[config.mk]
export PLATFORM = sky130hd
export DESIGN_NAME = sio_fifo_pair
export DESIGN_NICKNAME = d
export VERILOG_FILES = /design/src/rtl/sio_fifo_pkg.sv /design/src/rtl/sio_byte_queue.sv /design/src/rtl/sio_ctl_reg.sv /design/src/rtl/sio_fifo_pair.sv
export SDC_FILE = /design/constraint.sdc
export NUM_CORES = 1
export LEC_CHECK = 0
export ABC_AREA = 1
export CELL_PAD_IN_SITES_DETAIL_PLACEMENT = 1
export CELL_PAD_IN_SITES_GLOBAL_PLACEMENT = 1
export CORE_MARGIN = 10
export CORE_UTILIZATION = 25
export CTS_BUF_LIST = sky130_fd_sc_hd__clkbuf_8
export CTS_CLUSTER_SIZE = 25
export DETAILED_ROUTE_END_ITERATION = 7
export PLACE_DENSITY_LB_ADDON = 0.1
export SLEW_MARGIN = 10
export SYNTH_ARGS = -nofsm -noshare
export SYNTH_HDL_FRONTEND = slang
export SYNTH_SLANG_ARGS = --single-unit
[constraint.sdc]
create_clock -name clk -period 2.6 [get_ports clk]
set_clock_uncertainty 0.15 [all_clocks]
set_input_delay 0.65 -clock clk [delete_from_list [all_inputs] [get_ports clk]]
set_output_delay 0.65 -clock clk [all_outputs]
set_load 0.01 [all_outputs]
[src/rtl/sio_fifo_pkg.sv]
package sio_fifo_pkg;

  // register map
  localparam logic [1:0] ADDR_TXC  = 2'd0;
  localparam logic [1:0] ADDR_RXC  = 2'd1;
  localparam logic [1:0] ADDR_STAT = 2'd2;
  localparam logic [1:0] ADDR_DATA = 2'd3;

  // control word fields
  localparam int CTL_EN    = 0;
  localparam int CTL_FLUSH = 1;
  localparam int CTL_LVL   = 8;
  localparam int LVL_W     = 6;

  // status word field offsets
  localparam int ST_RXF  = 0;
  localparam int ST_TXF  = 8;
  localparam int ST_FREE = 24;
  localparam int ST_W    = 6;

  // pointer step with wrap for any depth
  function automatic int unsigned ptr_adv(int unsigned p, int unsigned depth);
    return (p == depth - 1) ? 0 : p + 1;
  endfunction

  function automatic int unsigned free_space(int unsigned fill, int unsigned depth);
    return depth - fill;
  endfunction

  function automatic logic fill_req_hi(logic en, int unsigned fill, int unsigned lvl);
    return en && (fill >= lvl);
  endfunction

  function automatic logic fill_req_lo(logic en, int unsigned fill, int unsigned lvl);
    return en && (fill <= lvl);
  endfunction

endpackage

[src/rtl/sio_byte_queue.sv]
module sio_byte_queue
  import sio_fifo_pkg::*;
#(
  parameter int DEPTH = 16,
  parameter int DW    = 8,
  localparam int AW   = (DEPTH > 1) ? $clog2(DEPTH) : 1,
  localparam int CW   = $clog2(DEPTH + 1)
) (
  input  logic          clk,
  input  logic          rst_n,
  input  logic          en,
  input  logic          flush,
  input  logic          push,
  input  logic          pop,
  input  logic [DW-1:0] din,
  output logic [DW-1:0] dout,
  output logic [CW-1:0] fill,
  output logic          full,
  output logic          empty
);

  logic [DW-1:0] mem [DEPTH];
  logic [AW-1:0] wp, rp;
  logic [CW-1:0] cnt;

  // named events
  logic push_ok, pop_ok;

  assign full    = (cnt == CW'(DEPTH));
  assign empty   = (cnt == '0);
  assign push_ok = push && en && !full && !flush;
  assign pop_ok  = pop && !empty && !flush;

  always_ff @(posedge clk or negedge rst_n) begin
    if (!rst_n) begin
      wp  <= '0;
      rp  <= '0;
      cnt <= '0;
    end else if (flush) begin
      wp  <= '0;
      rp  <= '0;
      cnt <= '0;
    end else begin
      if (push_ok) wp <= AW'(ptr_adv(int'(wp), DEPTH));
      if (pop_ok)  rp <= AW'(ptr_adv(int'(rp), DEPTH));
      case ({push_ok, pop_ok})
        2'b10:   cnt <= cnt + 1'b1;
        2'b01:   cnt <= cnt - 1'b1;
        default: cnt <= cnt;
      endcase
    end
  end

  always_ff @(posedge clk) begin
    if (push_ok) mem[wp] <= din;
  end

  assign dout = empty ? '0 : mem[rp];
  assign fill = cnt;

  AST_FILL_BOUND: assert property (@(posedge clk) disable iff (!rst_n)
    fill <= CW'(DEPTH));
  AST_FLUSH_CLEARS: assert property (@(posedge clk) disable iff (!rst_n)
    flush |=> empty);
  AST_FULL_HOLDS: assert property (@(posedge clk) disable iff (!rst_n)
    (full && push && !pop && !flush) |=> full);
  AST_EMPTY_HOLDS: assert property (@(posedge clk) disable iff (!rst_n)
    (empty && pop && !push && !flush) |=> empty);
  AST_OFF_DROP: assert property (@(posedge clk) disable iff (!rst_n)
    (!en && push && !pop && !flush) |=> $stable(fill));

endmodule

[src/rtl/sio_ctl_reg.sv]
module sio_ctl_reg
  import sio_fifo_pkg::*;
(
  input  logic             clk,
  input  logic             rst_n,
  input  logic             wr,
  input  logic             w_en,
  input  logic             w_flush,
  input  logic [LVL_W-1:0] w_lvl,
  output logic             en,
  output logic [LVL_W-1:0] lvl,
  output logic             flush_pulse,
  output logic [31:0]      rdata
);

  always_ff @(posedge clk or negedge rst_n) begin
    if (!rst_n) begin
      en  <= 1'b0;
      lvl <= '0;
    end else if (wr) begin
      en  <= w_en;
      lvl <= w_lvl;
    end
  end

  assign flush_pulse = wr && w_flush;

  always_comb begin
    rdata = '0;
    rdata[CTL_EN] = en;
    rdata[CTL_LVL +: LVL_W] = lvl;
  end

endmodule

[src/rtl/sio_fifo_pair.sv]
module sio_fifo_pair
  import sio_fifo_pkg::*;
#(
  parameter int DEPTH = 16,
  localparam int CW   = $clog2(DEPTH + 1)
) (
  input  logic        clk,
  input  logic        rst_n,
  input  logic [1:0]  reg_addr,
  input  logic        reg_wr,
  input  logic        reg_rd,
  input  logic [31:0] reg_wdata,
  output logic [31:0] reg_rdata,
  output logic [7:0]  tx_data,
  output logic        tx_valid,
  input  logic        tx_pop,
  input  logic [7:0]  rx_byte,
  input  logic        rx_push,
  output logic        tx_req,
  output logic        rx_req
);

  logic             txc_wr, rxc_wr, data_wr, data_rd;
  logic             tx_en, rx_en, tx_flush, rx_flush;
  logic [LVL_W-1:0] tx_lvl, rx_lvl;
  logic [31:0]      txc_rdata, rxc_rdata, stat;
  logic [CW-1:0]    tx_fill, rx_fill;
  logic             tx_full, tx_empty, rx_full, rx_empty;
  logic [7:0]       rx_dout;
  logic [ST_W-1:0]  tx_free;
  logic             wdata_unused;
  logic             rx_full_unused, tx_full_unused;

  assign wdata_unused   = ^reg_wdata[31:CTL_LVL+LVL_W];
  assign rx_full_unused = rx_full;
  assign tx_full_unused = tx_full;

  // address decode
  assign txc_wr  = reg_wr && (reg_addr == ADDR_TXC);
  assign rxc_wr  = reg_wr && (reg_addr == ADDR_RXC);
  assign data_wr = reg_wr && (reg_addr == ADDR_DATA);
  assign data_rd = reg_rd && (reg_addr == ADDR_DATA);

  sio_ctl_reg u_txc (
    .clk(clk), .rst_n(rst_n), .wr(txc_wr),
    .w_en(reg_wdata[CTL_EN]), .w_flush(reg_wdata[CTL_FLUSH]),
    .w_lvl(reg_wdata[CTL_LVL +: LVL_W]),
    .en(tx_en), .lvl(tx_lvl), .flush_pulse(tx_flush), .rdata(txc_rdata)
  );

  sio_ctl_reg u_rxc (
    .clk(clk), .rst_n(rst_n), .wr(rxc_wr),
    .w_en(reg_wdata[CTL_EN]), .w_flush(reg_wdata[CTL_FLUSH]),
    .w_lvl(reg_wdata[CTL_LVL +: LVL_W]),
    .en(rx_en), .lvl(rx_lvl), .flush_pulse(rx_flush), .rdata(rxc_rdata)
  );

  sio_byte_queue #(.DEPTH(DEPTH), .DW(8)) u_txq (
    .clk(clk), .rst_n(rst_n), .en(tx_en), .flush(tx_flush),
    .push(data_wr), .pop(tx_pop), .din(reg_wdata[7:0]),
    .dout(tx_data), .fill(tx_fill), .full(tx_full), .empty(tx_empty)
  );

  sio_byte_queue #(.DEPTH(DEPTH), .DW(8)) u_rxq (
    .clk(clk), .rst_n(rst_n), .en(rx_en), .flush(rx_flush),
    .push(rx_push), .pop(data_rd), .din(rx_byte),
    .dout(rx_dout), .fill(rx_fill), .full(rx_full), .empty(rx_empty)
  );

  assign tx_free = ST_W'(free_space(int'(tx_fill), DEPTH));

  always_comb begin
    stat = '0;
    stat[ST_RXF  +: ST_W] = ST_W'(rx_fill);
    stat[ST_TXF  +: ST_W] = ST_W'(tx_fill);
    stat[ST_FREE +: ST_W] = tx_free;
  end

  always_comb begin
    case (reg_addr)
      ADDR_TXC:  reg_rdata = txc_rdata;
      ADDR_RXC:  reg_rdata = rxc_rdata;
      ADDR_STAT: reg_rdata = stat;
      default:   reg_rdata = {24'h0, rx_dout};
    endcase
  end

  assign tx_valid = !tx_empty;
  assign tx_req   = fill_req_lo(tx_en, int'(tx_fill), int'(tx_lvl));
  assign rx_req   = fill_req_hi(rx_en, int'(rx_fill), int'(rx_lvl));

  AST_FREE_SUM: assert property (@(posedge clk) disable iff (!rst_n)
    (int'(stat[ST_TXF +: ST_W]) + int'(stat[ST_FREE +: ST_W])) == DEPTH);
  AST_RXREQ_LEVEL: assert property (@(posedge clk) disable iff (!rst_n)
    rx_req |-> (rx_en && (int'(stat[ST_RXF +: ST_W]) >= int'(rx_lvl))));
  AST_TXREQ_OFF: assert property (@(posedge clk) disable iff (!rst_n)
    !tx_en |-> !tx_req);
  AST_TXVALID_FILL: assert property (@(posedge clk) disable iff (!rst_n)
    tx_valid |-> (stat[ST_TXF +: ST_W] != '0));
  AST_RX_EMPTY_DATA: assert property (@(posedge clk) disable iff (!rst_n)
    rx_empty |-> (rx_dout == 8'h00));

endmodule

After elaboration in Yosys (flattened, before gate mapping) --
Memories as Yosys holds them, arrays and structs flattened. Index checks and enable logic that the tools add are counted.
Word-level totals: bits in registers 40, bits in writable memories 256, input port bits 48, output and inout port bits 43, word-level logic and storage cells 92, memories 2
Operators by class: add/subtract/negate cells 9, $lt $le $gt $ge 2, equal/unequal tests 13, multiplexer cells 23, reduce and logical (&&, ||, !) cells 33
Memory list:
- u_rxq.mem | depth 16, bits a word 8, read ports 1, clocked after Yosys merged registers in 0, wr ports 1, RTL line sio_byte_queue.sv:22 | logic [DW-1:0] mem [DEPTH];
- u_txq.mem | depth 16, bits a word 8, read ports 1, clocked after Yosys merged registers in 0, wr ports 1, RTL line sio_byte_queue.sv:22
Operator list (count):
- one-hot mux 30 bit (3 select lines) | 1
- 2-to-1 mux 4 bit | 12
- one-hot mux 5 bit (2 select lines) | 2
- logical AND 1 bit | 18
- adder 4 x 1 -> 4 bit (second input constant) | 4
- == test 4 bit (second input constant) | 4
- 2-to-1 mux 8 bit | 2
- adder 5 x 1 -> 5 bit (second input constant) | 2
- == test 5 bit (second input constant) | 2
- zero test 5 bit | 2
- 2-to-1 mux 5 bit | 2
- subtractor 5 x 1 -> 5 bit (second input constant) | 2
- == test 2 bit (second input constant) | 4
- nonzero test 2 bit | 4
- == test 2 x 1 -> 1 bit (second input constant) | 3
- >= comparator 5 x 6 -> 1 bit | 1
- less-or-equal comparator 5 x 6 -> 1 bit | 1
- zero test 1 bit | 6
- nonzero test 3 bit | 2
- subtractor 5 x 5 -> 6 bit (first input constant) | 1
- 2-to-1 mux 1 bit | 4
- zero test 2 bit | 1

Longest topological paths before layout --
word-level depth 8, mapped depth 20, gate-level depth less buffers 20

By module --
From an unflattened synthesis, not the netlist that was laid out.
Unflattened totals: cell total of the unflattened synthesis 1265, area total of the unflattened synthesis 13979.7 um2
Modules (own cells, without submodules):
- sio_byte_queue (u_rxq) | instances 1, cells an instance 480, area an instance 6019.5 um2, seq. area each 4169.0 um2
- sio_byte_queue (u_txq) | instances 1, cells an instance 480, area an instance 5955.7 um2, seq. area each 4169.0 um2
- sio_ctl_reg | instances 2, cells an instance 65, area an instance 520.5 um2, seq. area each 175.2 um2
- sio_fifo_pair | instances 1, cells an instance 175, area an instance 963.4 um2, seq. area each 0.0 um2

Worst setup path after synthesis --
No wires, ideal clock.
path type reg2reg, from register u_txq.cnt[0], in the netlist u_txq.fill[0], to register u_txq.cnt[4], in the netlist u_txq.fill[4], library setup time 0.117 ns, arrival 2.229 ns, required time 2.333 ns, slack 0.103 ns, cell stages (with the launch flop) 19, path buffers 0, period minus slack after synthesis 2.497 ns, cells stage by stage dfrtp_1 -> inv_1 -> ha_1 -> nand2_1 -> nor2_1 -> ha_1 -> nor2_1 -> nand2_4 -> nor2_8 -> nand2_2 -> nand2_1 -> inv_2 -> ha_1 -> inv_1 -> nand2_2 -> nand3_1 -> nand3b_1 -> nand3_1 -> nand2_1
On the way: word-level cells in the longest chain between the ends 7, elaborated cells on any way between the ends 15, those cells by class 2 x add/sub; 3 x eq/ne; 2 x mux; 8 x reduce/logical
RTL lines:
- start, declared | RTL line sio_byte_queue.sv:24 | logic [CW-1:0] cnt;
- start signal, assigned | RTL line sio_byte_queue.sv:47 | 2'b10: cnt <= cnt + 1'b1;
- start signal, assigned | RTL line sio_byte_queue.sv:48 | 2'b01: cnt <= cnt - 1'b1;
- start signal, assigned | RTL line sio_byte_queue.sv:49 | default: cnt <= cnt;
- == test 5 bit / zero test 5 bit (equally long branches) | RTL line sio_byte_queue.sv:29, sio_byte_queue.sv:30
- zero test 1 bit, on equally long branches | RTL line sio_byte_queue.sv:31, sio_byte_queue.sv:32
- logical AND 1 bit, on equally long branches (2 in series) | RTL line sio_byte_queue.sv:31, sio_byte_queue.sv:32
- == test 2 x 1 -> 1 bit / == test 2 bit (equally long branches) | RTL line sio_byte_queue.sv:46 | case ({push_ok, pop_ok})
- one-hot mux 5 bit (2 select lines) | RTL line sio_byte_queue.sv:46
- 2-to-1 mux 5 bit | RTL line sio_byte_queue.sv:39 | end else if (flush) begin
Several ways; a longest one is shown, not always the timed one. A chain may end at the register's enable or synchronous reset.

Final worst setup path --
from register u_rxq.rp[0], to output port reg_rdata[0]
On the way: word-level cells in the longest chain between the ends 3
RTL lines:
- start, declared | RTL line sio_byte_queue.sv:23 | logic [AW-1:0] wp, rp;
- start signal, assigned | RTL line sio_byte_queue.sv:45 | if (pop_ok) rp <= AW'(ptr_adv(int'(rp), DEPTH));
- memory read (16 x 8 bit)
- 2-to-1 mux 8 bit | RTL line sio_byte_queue.sv:58 | assign dout = empty ? '0 : mem[rp];
- one-hot mux 30 bit (3 select lines) | RTL line sio_fifo_pair.sv:80 | case (reg_addr)
- end, declared | RTL line sio_fifo_pair.sv:13 | output logic [31:0] reg_rdata,
No other way between the ends.

==> results_dict.tcl <==
set metrics [dict create \
    final.setup.worst_slack_ps -603 \
    setup_viol_count_final 24 \
    r2r-start "u_txq.fill[1]" \
    gp_congestion 0.773 \
    dr.pass1.iters 4 \
    ys.flop_type "edfxtp_1" \
    end_kind "output port" \
    grt_use_met3 0.0247 \
    p_leak_nw 7.05 \
    final_util 0.359 \
    ff2ff_setup_slack_ps -70 \
    crit_fanout 4 \
    finalCritPeriodShare 1.23 \
    grt_antenna_before_repair 0 \
    slowest_stage "dfrtp_2" \
    syn_area_per_cell_um2 11.5 \
    start_util 0.253 \
    critPathBufInv 4 \
    port_buffers 60 \
    ys_seq_elements 296 \
    ant_nets 0 \
    grt_max_degree 41 \
    clkTransAtPathRegs_ps 60 \
    post_drt_via_cell_ratio 4.52 \
    clock-sinks 296 \
    violations "negative setup slack" \
    cap_violations 0 \
    finalHoldViolations 0 \
    synth_top_cells_by_count "256 x edfxtp_1, 181 x nor2_1, 168 x o21ai_0, 118 x nand2_1, 65 x inv_1" \
    yosysSeqAreaShare 0.670 \
    synth_most_common_cell "edfxtp_1" \
    synth_edf_count 256 \
    synthCells 1124 \
    cts_buffer_depth 3 \
    vias 9759 \
    post-dp-hpwl_um 28400 \
    synth.distinct_cells 41 \
    cts_made_buffers 56 \
    wire_per_inst_um 20.0 \
    grt_use_met1 0.184 \
    fin_crit_ps 3200 \
    arrival_ps 2400 \
    drv_slew 0 \
    synth_area_leaders "edfxtp_1 59%, dfrtp_1 7.7%, o21ai_0 6.5%" \
    core_um2 51300 \
    drt_iter0_markers 473 \
    busiest_layer "met2" \
    clockRootBuffer "clkbuf_8" \
    place_ws_ps -639 \
    area_growth_pct 41.9 \
    num_rows 83 \
    grt_pass1_wl_um 65500 \
    startpoint_type "register" \
    drt_wl_total_um 43100 \
    fin_area_um2 18400 \
    rsz0062_at_grt "true" \
    power_density_nw_per_um2 1010 \
    tightest_slew_ps 738 \
    drc 0 \
    track_usage 0.140 \
    stdcell_count 2160 \
    ys_async_sr_fraction 0.135 \
    drive_gt1_frac 0.366 \
    synth_top_area_frac 0.593 \
    dieArea_um2 61400 \
    layout.nets 1512 \
    overflow 0 \
    placed_area_um2 15700 \
    required_ps 1800 \
    crit_start "u_rxq.rp[0]" \
    crit_type "reg -> out" \
    ir_drop_v 0.000399 \
    die-width_um 248 \
    io_pins 91 \
    path_cells "clkinv_4, buf_12, buf_12, o21ai_4, o211ai_1, nand3_2, nand3_4, nand2_2, o2111ai_2, buf_2" \
    critPathMostFrequentCell "buf_12" \
    dp_cells 1998 \
    gr-usage-met2 0.235 \
    synth_warnings 0 \
    die_h_um 248 \
    cts_tree "done" \
    status "finished with violations" \
    synth_area_um2 13000 \
    cts.htree.levels 2 \
    fmax_mhz 312 \
    cp_top_family "buffers and inverters" \
    grt_pass1_vias 10700 \
    diodes 0 \
    clk_latency_ps 660 \
    hold_class "in -> async" \
    synth_top_area_cell "edfxtp_1" \
    critical-path-max-stage-delay_ps 440 \
    slew_headroom 0.507 \
]
tightest hold or removal path: cells and delay by family:
family	cells	cell delay (ps)
buffers and inverters	3	860
cell usage in the layout (no fill, tap or decap), types with 17 or more instances in the layout:
master / n
edfxtp_1: 256
buf_4: 161
nor2_1: 139
o21ai_0: 113
nand2_1: 105
inv_1: 78
clkbuf_8: 56
buf_6: 45
dfrtp_1: 36
o21ai_2: 32
nand3_1: 28
clkdlybuf4s50_1: 26
nor2_2: 25
buf_2: 25
o22ai_1: 24
buf_12: 24
nor2_4: 22
o21ai_1: 22
ha_1: 20
o221ai_2: 18
inv_2: 17
o211ai_1: 17
o221ai_1: 17
stage by stage:
stage / power, mW / TNS [ps] / hold slack [ps]
finish: 18.6 / -8990 / 335
global route: 19.9 / -12610 / 345
CTS: 18.1 / -11610 / 293
detailed placement: 12.4 / -96440 / 326
global placement: 12.4 / -90760 / 317
floorplan: 8.90 / 0 / 204
flip-flops by register name (all words and copies together) (netlist names):
| register | flops |
|---|---|
| u_txc.lvl | 6 |
| u_txc.en | 1 |
| u_rxq.rp | 4 |
| u_rxq.mem | 128 |
| u_rxq.wp | 4 |
| u_rxc.en | 1 |
| u_rxc.lvl | 6 |
| u_txq.mem | 128 |
| u_txq.wp | 4 |
| u_txq.rp | 4 |
| u_rxq.fill | 5 |
| u_txq.fill | 5 |
worst paths after layout:
| check | endpoint | cells past startpoint |
|---|---|---|
| setup / recovery | reg_rdata[0] | 10 |
| hold / removal | u_rxq.fill[1] | 3 |
| setup reg to reg | u_txq.fill[4] | 23 |
| hold reg to reg | u_rxc.lvl[3] | 2 |
| max in group asynchronous | u_txq.rp[1] | 3 |
| min in group clk | u_rxc.lvl[3] | 2 |
cells by family (layout without fill, tap and decap cells):
family,Yosys count,count (layout),share of synthesized area
AO/OA/AOI/OAI,284,284,0.130
flip-flops,296,296,0.670
XOR/XNOR,6,6,0.00405
other,1,12,0.000289
adder cells (fa/ha/maj),26,26,0.0251
buffers and inverters,140,485,0.0466
AND/OR/NAND/NOR,371,371,0.124
layout make-up:
type	count	area, um^2
Clock inverter	44	198
Inverter	77	317
Sequential cell	296	8690
Clock buffer	56	771
Fill cell	5636	32900
Tap cell	680	851
Multi-Input combinational cell	699	4550
Timing Repair Buffer	308	3030
power breakdown:
part / internal (mW) / switching [mW] / total, mW
combinational: 4.07 / 4.75 / 8.82
clock: 2.01 / 2.08 / 4.09
sequential: 5.45 / 0.257 / 5.71
per-layer routing:
metal	share of wire	wire length [um]	vias to the layer above
li1	-	-	4677
met1	0.47	20100	4911
met2	0.49	20900	123
met3	0.032	1370	48
met4	0.016	675	0
met5	0	0	-
repair_timing:
action / 4_1_cts / 5_1_grt
hold buffers: 1 / 0
buffers inserted: 44 / 28
gates cloned: 5 / 4
resized for setup: 335 / 147
hold endpoints to repair: 40 / 0
pin swaps: 90 / 90
endpoints found under the setup margin: 146 / 158
Note: power is estimated with default switching activity, not from simulation.
